**config.mk**
```make
export PLATFORM = sky130hd
export DESIGN_NAME = adc_serial_fe
export DESIGN_NICKNAME = d
export VERILOG_FILES = /design/src/rtl/adc_fe_pkg.sv /design/src/rtl/adc_fe_edge.sv /design/src/rtl/adc_fe_txfmt.sv /design/src/rtl/adc_serial_fe.sv
export SDC_FILE = /design/constraint.sdc
export NUM_CORES = 1
export LEC_CHECK = 0
export BUFFER_PORTS_ARGS = -buffer_cell sky130_fd_sc_hd__buf_2
export CAP_MARGIN = 0
export CORE_MARGIN = 10
export CORE_UTILIZATION = 44
export CTS_CLUSTER_SIZE = 28
export DETAILED_ROUTE_END_ITERATION = 16
export GPL_ROUTABILITY_DRIVEN = 0
export GPL_TIMING_DRIVEN = 0
export PLACE_DENSITY = 0.7
export SLEW_MARGIN = 20
export SYNTH_ARGS = -nofsm -noshare
export SYNTH_HDL_FRONTEND = slang
export SYNTH_SLANG_ARGS = --single-unit
```
**constraint.sdc**
```tcl
create_clock -name clk -period 3.35 [get_ports clk]
set_input_delay 0.67 -clock clk [delete_from_list [all_inputs] [get_ports clk]]
set_output_delay 0.67 -clock clk [all_outputs]
set_load 0.02 [all_outputs]
```
**src/rtl/adc_fe_pkg.sv**
```systemverilog
package adc_fe_pkg;

    localparam int CFG_W   = 8;
    localparam int RES_W   = 12;
    localparam int TX_W    = 16;
    localparam int SHORT_W = 8;

    typedef enum logic [1:0] {
        ST_IDLE  = 2'd0,
        ST_ARM   = 2'd1,
        ST_SHIFT = 2'd2,
        ST_CONV  = 2'd3
    } fe_state_e;

    // Field order matches the order the host sends the bits.
    typedef struct packed {
        logic       single_end;
        logic       odd_sign;
        logic [1:0] chan;
        logic       unipolar;
        logic       msb_first;
        logic [1:0] wlen;
    } fe_cfg_t;

    localparam fe_cfg_t CFG_RESET = fe_cfg_t'(8'h06);

endpackage

```
**src/rtl/adc_fe_edge.sv**
```systemverilog
module adc_fe_edge #(
    parameter bit RST_VAL = 1'b0,
    parameter bit FALLING = 1'b0
) (
    input  logic clk,
    input  logic rst_n,
    input  logic sig,
    output logic pulse
);

    logic sig_q;

    always_ff @(posedge clk or negedge rst_n) begin
        if (!rst_n) sig_q <= RST_VAL;
        else        sig_q <= sig;
    end

    generate
        if (FALLING) begin : g_fall
            assign pulse = sig_q & ~sig;
        end else begin : g_rise
            assign pulse = ~sig_q & sig;
        end
    endgenerate

endmodule

```
**src/rtl/adc_fe_txfmt.sv**
```systemverilog
module adc_fe_txfmt
    import adc_fe_pkg::*;
(
    input  logic [RES_W-1:0] result,
    input  logic             msb_first,
    input  logic [1:0]       wlen,
    output logic [TX_W-1:0]  tx_word
);

    localparam int PAD_LONG  = TX_W - RES_W;
    localparam int PAD_SHORT = TX_W - SHORT_W;

    logic [RES_W-1:0] rev;

    genvar gi;
    generate
        for (gi = 0; gi < RES_W; gi++) begin : g_rev
            assign rev[gi] = result[RES_W-1-gi];
        end
    endgenerate

    // tx_word[TX_W-1] leaves first; zero padding always trails.
    always_comb begin
        if (msb_first) begin
            if (wlen[1]) tx_word = {result, {PAD_LONG{1'b0}}};
            else         tx_word = {result[RES_W-1 -: SHORT_W], {PAD_SHORT{1'b0}}};
        end else begin
            if (wlen[1]) tx_word = {rev, {PAD_LONG{1'b0}}};
            else         tx_word = {rev[SHORT_W-1:0], {PAD_SHORT{1'b0}}};
        end
    end

endmodule

```
**src/rtl/adc_serial_fe.sv**
```systemverilog
module adc_serial_fe
    import adc_fe_pkg::*;
#(
    parameter int CS_WAIT   = 2,
    parameter int SMP_START = 4,
    parameter int SMP_LEN   = 7
) (
    input  logic             clk,
    input  logic             rst_n,
    input  logic             cs_n,
    input  logic             sclk,
    input  logic             din,
    output logic             dout,
    output logic             dout_oe,
    output logic             sample_en,
    output logic             conv_start,
    output logic [CFG_W-1:0] conv_cfg,
    input  logic             conv_done,
    input  logic [RES_W-1:0] conv_result
);

    localparam int SMP_END = SMP_START + SMP_LEN;
    localparam int CNT_MAX = (SMP_END > CFG_W) ? SMP_END : CFG_W;
    localparam int CNT_W   = $clog2(CNT_MAX + 1);
    localparam int ARM_W   = $clog2(CS_WAIT + 1);

    localparam logic [CNT_W-1:0] CNT_CFG   = CNT_W'(CFG_W);
    localparam logic [CNT_W-1:0] CNT_TOP   = CNT_W'(CNT_MAX);
    localparam logic [CNT_W-1:0] CNT_SON   = CNT_W'(SMP_START);
    localparam logic [CNT_W-1:0] CNT_SOFF  = CNT_W'(SMP_END);
    localparam logic [ARM_W-1:0] ARM_LAST  = ARM_W'(CS_WAIT - 1);

    typedef struct packed {
        fe_state_e         st;
        logic [ARM_W-1:0]  arm;
        logic [CNT_W-1:0]  rises;
        logic [CFG_W-1:0]  cfg_sh;
        fe_cfg_t           cfg;
        logic [RES_W-1:0]  res;
        logic [TX_W-1:0]   tx;
        logic              oe;
        logic              smp;
        logic              start;
    } fe_regs_t;

    fe_regs_t r_q, r_d;

    logic            cs_fall;
    logic            sclk_rise;
    logic            sclk_fall;
    logic [TX_W-1:0] tx_word;

    adc_fe_edge #(.RST_VAL(1'b1), .FALLING(1'b1)) u_cs_fall (
        .clk(clk), .rst_n(rst_n), .sig(cs_n), .pulse(cs_fall)
    );

    adc_fe_edge #(.RST_VAL(1'b0), .FALLING(1'b0)) u_sclk_rise (
        .clk(clk), .rst_n(rst_n), .sig(sclk), .pulse(sclk_rise)
    );

    adc_fe_edge #(.RST_VAL(1'b0), .FALLING(1'b1)) u_sclk_fall (
        .clk(clk), .rst_n(rst_n), .sig(sclk), .pulse(sclk_fall)
    );

    adc_fe_txfmt u_fmt (
        .result    (r_q.res),
        .msb_first (r_q.cfg.msb_first),
        .wlen      (r_q.cfg.wlen),
        .tx_word   (tx_word)
    );

    always_comb begin
        r_d       = r_q;
        r_d.start = 1'b0;
        unique case (r_q.st)
            ST_IDLE: begin
                if (cs_fall) begin
                    r_d.st  = ST_ARM;
                    r_d.arm = '0;
                end
            end
            ST_ARM: begin
                if (cs_n) begin
                    r_d.st = ST_IDLE;
                end else if (r_q.arm == ARM_LAST) begin
                    r_d.st    = ST_SHIFT;
                    r_d.oe    = 1'b1;
                    r_d.smp   = 1'b0;
                    r_d.tx    = tx_word;
                    r_d.rises = '0;
                end else begin
                    r_d.arm = r_q.arm + 1'b1;
                end
            end
            ST_SHIFT: begin
                if (cs_n) begin
                    r_d.oe  = 1'b0;
                    r_d.smp = 1'b0;
                    if (r_q.rises >= CNT_CFG) begin
                        r_d.cfg   = fe_cfg_t'(r_q.cfg_sh);
                        r_d.start = 1'b1;
                        r_d.st    = ST_CONV;
                    end else begin
                        r_d.st = ST_IDLE;
                    end
                end else begin
                    if (sclk_rise && (r_q.rises < CNT_TOP)) begin
                        r_d.rises = r_q.rises + 1'b1;
                        if (r_q.rises < CNT_CFG)
                            r_d.cfg_sh = {r_q.cfg_sh[CFG_W-2:0], din};
                        if (r_d.rises == CNT_SON)  r_d.smp = 1'b1;
                        if (r_d.rises == CNT_SOFF) r_d.smp = 1'b0;
                    end
                    if (sclk_fall)
                        r_d.tx = {r_q.tx[TX_W-2:0], 1'b0};
                end
            end
            ST_CONV: begin
                if (conv_done) begin
                    r_d.res = conv_result;
                    r_d.st  = ST_IDLE;
                end
            end
            default: r_d.st = ST_IDLE;
        endcase
    end

    always_ff @(posedge clk or negedge rst_n) begin
        if (!rst_n) begin
            r_q     <= '0;
            r_q.cfg <= CFG_RESET;
        end else begin
            r_q <= r_d;
        end
    end

    assign dout       = r_q.oe & r_q.tx[TX_W-1];
    assign dout_oe    = r_q.oe;
    assign sample_en  = r_q.smp;
    assign conv_start = r_q.start;
    assign conv_cfg   = r_q.cfg;

endmodule

```
# Yosys cells after proc, flatten, opt, wreduce, memory -nomap -nowiden
# Cells that the tools add are included.
[word_totals]
in_bits = 18
ff_bits = 57
[classes]
n_mux = 31
reduce_logical = 13
n_addsub = 2
eq_ne = 18
magnitude_cmp = 3
n_bitwise = 7
[op_table]
columns = ["cell", "count"]
rows = [
  ["16-bit two-way mux", 4],
  ["18-bit two-way mux", 2],
  ["18-bit case mux with 2 select lines", 1],
  ["12-bit two-way mux", 2],
  ["2-bit != test (second input constant)", 9],
  ["8-bit two-way mux", 2],
  ["4-bit AND reduction", 4],
  ["5-bit AND reduction", 3],
  ["2-bit two-way mux", 6],
  ["4-bit < comparator (second input constant)", 2],
  ["1-bit two-way mux", 8],
  ["4-bit two-way mux", 2],
  ["2-bit case mux with 4 select lines", 1],
  ["4-bit case mux with 2 select lines", 1],
  ["6-bit two-way mux", 1],
  ["3-bit != test (second input constant)", 2],
  ["4-bit by 1-bit adder with 4-bit output (second input constant)", 1],
  ["1-bit AND", 4],
  ["2-bit by 1-bit equality test with 1-bit output (second input constant)", 2],
  ["2-bit equality test (second input constant)", 2],
  ["4-bit by 3-bit equality test with 1-bit output (second input constant)", 1],
  ["4-bit equality test (second input constant)", 1],
  ["4-bit greater-or-equal comparator (second input constant)", 1],
  ["4-bit != test (second input constant)", 1],
  ["other kinds (8)", 11],
]

# Longest topological paths before layout
[depth]
ltp_word = 7
depth_mapped = 7
ltp_nobuf = 6

# Modules after synthesis
# A second synthesis with hierarchy kept.
[unflattened]
cells_unflattened = 266
hier_area_um2 = 2970.3
[modules_own_cells]
columns = ["mod", "cells_per_inst", "n_inst", "area_per_inst_um2", "seq_area_each_um2"]
rows = [
  ["adc_serial_fe", 220, 1, 2577.5, 1378.8],
  ["adc_fe_txfmt", 40, 1, 275.3, 0.0],
  ["adc_fe_edge (u_sclk_fall ...)", 2, 2, 38.8, 25.0],
  ["adc_fe_edge (u_cs_fall)", 2, 1, 40.0, 26.3],
]

# Worst setup path after synthesis
# OpenSTA, ideal clock, no wires.
[synth_timing]
path_type = "input to register"
from = "input sclk"
to = "register r_q[49] in the netlist's numbering"
path_stages = 5
required_ns = 3.228
path_slack_ns = 1.765
arrival_ns = 1.464
n_path_buf = 1
cell_sequence = "nor2b_1 > and3_1 > buf_4 > nand2_1 > a32o_1"
[synth_between]
elab_chain_len = 4
[synth_rtl]
columns = ["element", "line", "rtl"]
rows = [
  ["from (decl)", "adc_serial_fe.sv:11", "input logic sclk,"],
  ["1-bit AND", "adc_fe_edge.sv:22", "assign pulse = ~sig_q & sig;"],
  ["1-bit logical AND", "adc_serial_fe.sv:107", "if (sclk_rise && (r_q.rises < CNT_TOP)) begin"],
  ["2-bit != test (no source line)", "-", ""],
  ["5-bit AND reduction (no source line)", "-", ""],
  ["to (signal assigned)", "adc_serial_fe.sv:133", "r_q <= r_d;"],
  ["to (decl)", "adc_serial_fe.sv:46", "fe_regs_t r_q, r_d;"],
]
# Every way passes these cells.
# A chain may end at the register's enable or synchronous reset.

# Final worst setup path
[layout_timing]
from = "register r_q (netlist bit conv_cfg[2])"
to = "output conv_cfg[2]"
[layout_rtl]
columns = ["element", "line", "rtl"]
rows = [
  ["to (decl)", "adc_serial_fe.sv:17", "output logic [CFG_W-1:0] conv_cfg,"],
]
# No word-level cell between the ends.

==> impl_metrics.csv <==
group,metric,value,unit
sta,fmax,0.554,GHz
detailed_routing,wl_per_cell,14.7,µm
final_layout,drive_gt1_frac,0.301,
synth,synth-async-reset-ratio,1.00,
final_layout,synthToLayoutAreaGrowth,13.4,%
synth,syn_avg_cell_area,10.7,µm²
pwr,finalPower,1.80,mW
place,io_buffers,29,
cts,post_cts_resized,0,
critical_path,cp-start-kind,"register",
sta,setup_viol,0,
synth,synth_compound_area_frac,0.114,
critical_path,r2r_slack,1.66,ns
pwr,p_leak,1.52,nW
critical_path,worstPathRequired,2.68,ns
detailed_routing,drtPass1Iterations,6,
sta,slew_viol_final,0,
cts,cts.sinks,53,
synth,synth_top_area_frac,0.464,
global_route,grt_max_degree,54,
cts,clock_latency,0.32,ns
global_route,grt_remaining_overflow,0,
critical_path,reg2reg_depth,5,
job,max_cap_viol_count,0,
detailed_routing,drt_iter0_markers,104,
die,core,5960,µm²
critical_path,slowest_delay,0.57,ns
sta,hold_viol,0,
synth,synth_top_family_by_area,"multiplexers",
detailed_routing,routed_via_density,5.27,
cts,numCtsBuffers,5,
synth,syn_inst,252,
pwr,p_per_area,587,nW/µm²
synth,syn-cell-area,2700,µm²
global_route,antenna_found_initial,0,
synth,yosysMostFrequentCell,"dfrtp_1",
synth,syn_nets,274,
final_layout,n_antenna_cell,0,
sta,relSlewSlack,0.556,
synth,synth_xor_area_frac,0.00325,
die,floorplan.io_pins,30,
synth,yosys-top-cells-count,"dfrtp_1 (50), nand2_1 (40), mux2i_1 (21), nor2_1 (21), mux2_2 (19)",
cts,cts_max_level,2,
die,rows,28,
die,die_area,9670,µm²
synth,ys_warn_count,0,
critical_path,arrival,1.13,ns
global_route,grt_pass1_vias,1952,
die,initial_core_util,0.453,
cts,hold_buffers,0,
critical_path,crit_chain,"buf_4 > buf_2",
synth,muxShareOfSynthArea,0.166,
sta,min_period,1.80,ns
detailed_routing,vias,1919,
die,die_y,98.3,µm
synth,synth_area_leader_cell,"dfrtp_1",
synth,ys_seq_area_frac,0.493,
global_route,grtUsageTotal,0.113,
sta,fin_crit_sh,0.539,
synth,synthSimpleGateAreaFrac,0.141,
synth,netlist-cell-type-count,43,
cts,cts_tree,"built",
global_route,grt_first_pass_wirelength,9250,µm
critical_path,criticalPathCategory,"register to output port",
cts,clk_pin_slew_worst_paths,0.09,ns
detailed_routing,route.detailed.drc,0,
critical_path,end_kind,"output port",
synth,ys_ff_latch,53,
cts,clockBufferDepth,2,
critical_path,slowest_stage,"dfstp_2",
detailed_routing,antenna_left,0,
critical_path,worstPathMaxFanout,4,
cts,root_buffer,"clkbuf_8",
cts,postCtsSetupBuffers,0,
detailed_routing,totalWireLength,5370,µm
hold_path,hp-class,"input pin to asynchronous set/reset pin",
sta,worst_pin_slew,0.665,ns
sta,fin_setup_tns,0,ns
status,outcome,"finished, final reports clean",
place,post-dp-hpwl,3920,µm
sta,rsz0062_at_grt,"false",
critical_path,r2r_end,"r_q[50]$_DFFE_PN0P_",
synth,synth_edf_count,0,
final_layout,final_nets,310,
pwr,peakVddDrop,336,µV
sta,clock-skew-final,0.0136,ns
die,die_w,98.3,µm
synth,ys.flop_type,"dfrtp_1",
critical_path,reg2reg_from,"r_q[47]$_DFFE_PN0P_",
synth,synth_adder_area_share,0.0185,
synth,synthTopCellsByArea,"dfrtp_1 (46%), mux2_2 (7.9%), mux2i_1 (7.8%)",
==> layout make-up <==
type / instances / area (µm²)
plain buffers: 20 / 153
multi-input cells: 173 / 1190
clock inverters: 2 / 37.5
fillers: 558 / 2900
inverters: 6 / 22.5
well taps: 75 / 93.8
flip-flops and latches: 53 / 1330
clock buffers: 6 / 82.6
repair buffers: 29 / 148
==> stage by stage <==
| step | utilization | area [µm²] | hold slack (ns) | setup WS [ns] | cells |
|---|---|---|---|---|---|
| global route | 0.514 | 3060 | 0.416 | 1.50 | 364 |
| floorplan | - | 2700 | 0.374 | 1.76 | 252 |
| CTS | 0.514 | 3060 | 0.410 | 1.54 | 364 |
| finish | 0.514 | 3060 | 0.381 | 1.55 | 364 |
| detailed placement | 0.494 | 2940 | 0.483 | 1.49 | 356 |
| global placement | 0.493 | 2940 | 0.460 | 1.53 | 356 |
==> critical path, delay by kind of cell, from the launching register on <==
| family | cells | cell delay, ns |
|---|---|---|
| buffers and inverters | 2 | 0.26 |
| flip-flops | 1 | 0.57 |
==> cell usage in the layout, fill, tap and decap left out, types with 2 or more instances in the layout <==
cell / count
buf_6: 3
a2bb2oi_1: 3
inv_1: 6
mux2_2: 19
a21oi_1: 14
clkbuf_8: 6
mux2i_1: 21
buf_4: 11
nor2_1: 21
a21o_1: 2
a22o_1: 4
dfrtp_1: 50
mux2_1: 2
o21ai_0: 13
dfstp_2: 3
ha_1: 4
nand3_1: 4
nor2b_1: 3
buf_2: 33
nand2_1: 40
and3_1: 2
==> sequential cells by signal (all words and copies together), names as in the netlist <==
register / flops
conv_cfg: 8
dout_oe: 1
conv_start: 1
u_sclk_fall.sig_q: 1
u_cs_fall.sig_q: 1
r_q: 40
sample_en: 1
==> layer usage <==
metal | vias to the layer above | wire, µm | share of wire | GRT usage
met5 | - | 0 | 0 | 0
met4 | 0 | 67 | 0.012 | 0.0298
met3 | 9 | 243 | 0.045 | 0.0366
met2 | 33 | 2650 | 0.49 | 0.192
met1 | 947 | 2410 | 0.45 | 0.134
li1 | 930 | - | - | -
==> power breakdown <==
group / internal (mW) / leakage, nW / switching, mW / total (mW)
combinational: 0.222 / 0.775 / 0.223 / 0.445
clock: 0.243 / 0.0574 / 0.215 / 0.458
sequential: 0.783 / 0.691 / 0.112 / 0.895
total: 1.25 / 1.52 / 0.549 / 1.80
==> worst max-delay path by stage <==
stage	cells past startpoint	to	start	slack, ns
final	2	conv_cfg[2]	conv_cfg[2]$_DFFE_PN1P_	1.55
after global routing	2	conv_cfg[2]	conv_cfg[2]$_DFFE_PN1P_	1.50
after CTS	2	conv_cfg[2]	conv_cfg[2]$_DFFE_PN1P_	1.54
after detailed placement	6	r_q[49]$_DFFE_PN0P_	sclk	1.49
after global placement	6	r_q[49]$_DFFE_PN0P_	sclk	1.53
after floorplan	5	r_q[49]$_DFFE_PN0P_	sclk	1.76
==> logic make-up after synthesis <==
logic type,after synthesis
compound gates,45
xor+xnor,1
fa+ha+maj,4
buf+inv,26
flops,53
mux,42
simple gates,81
Power figures use the tool's default switching activity.
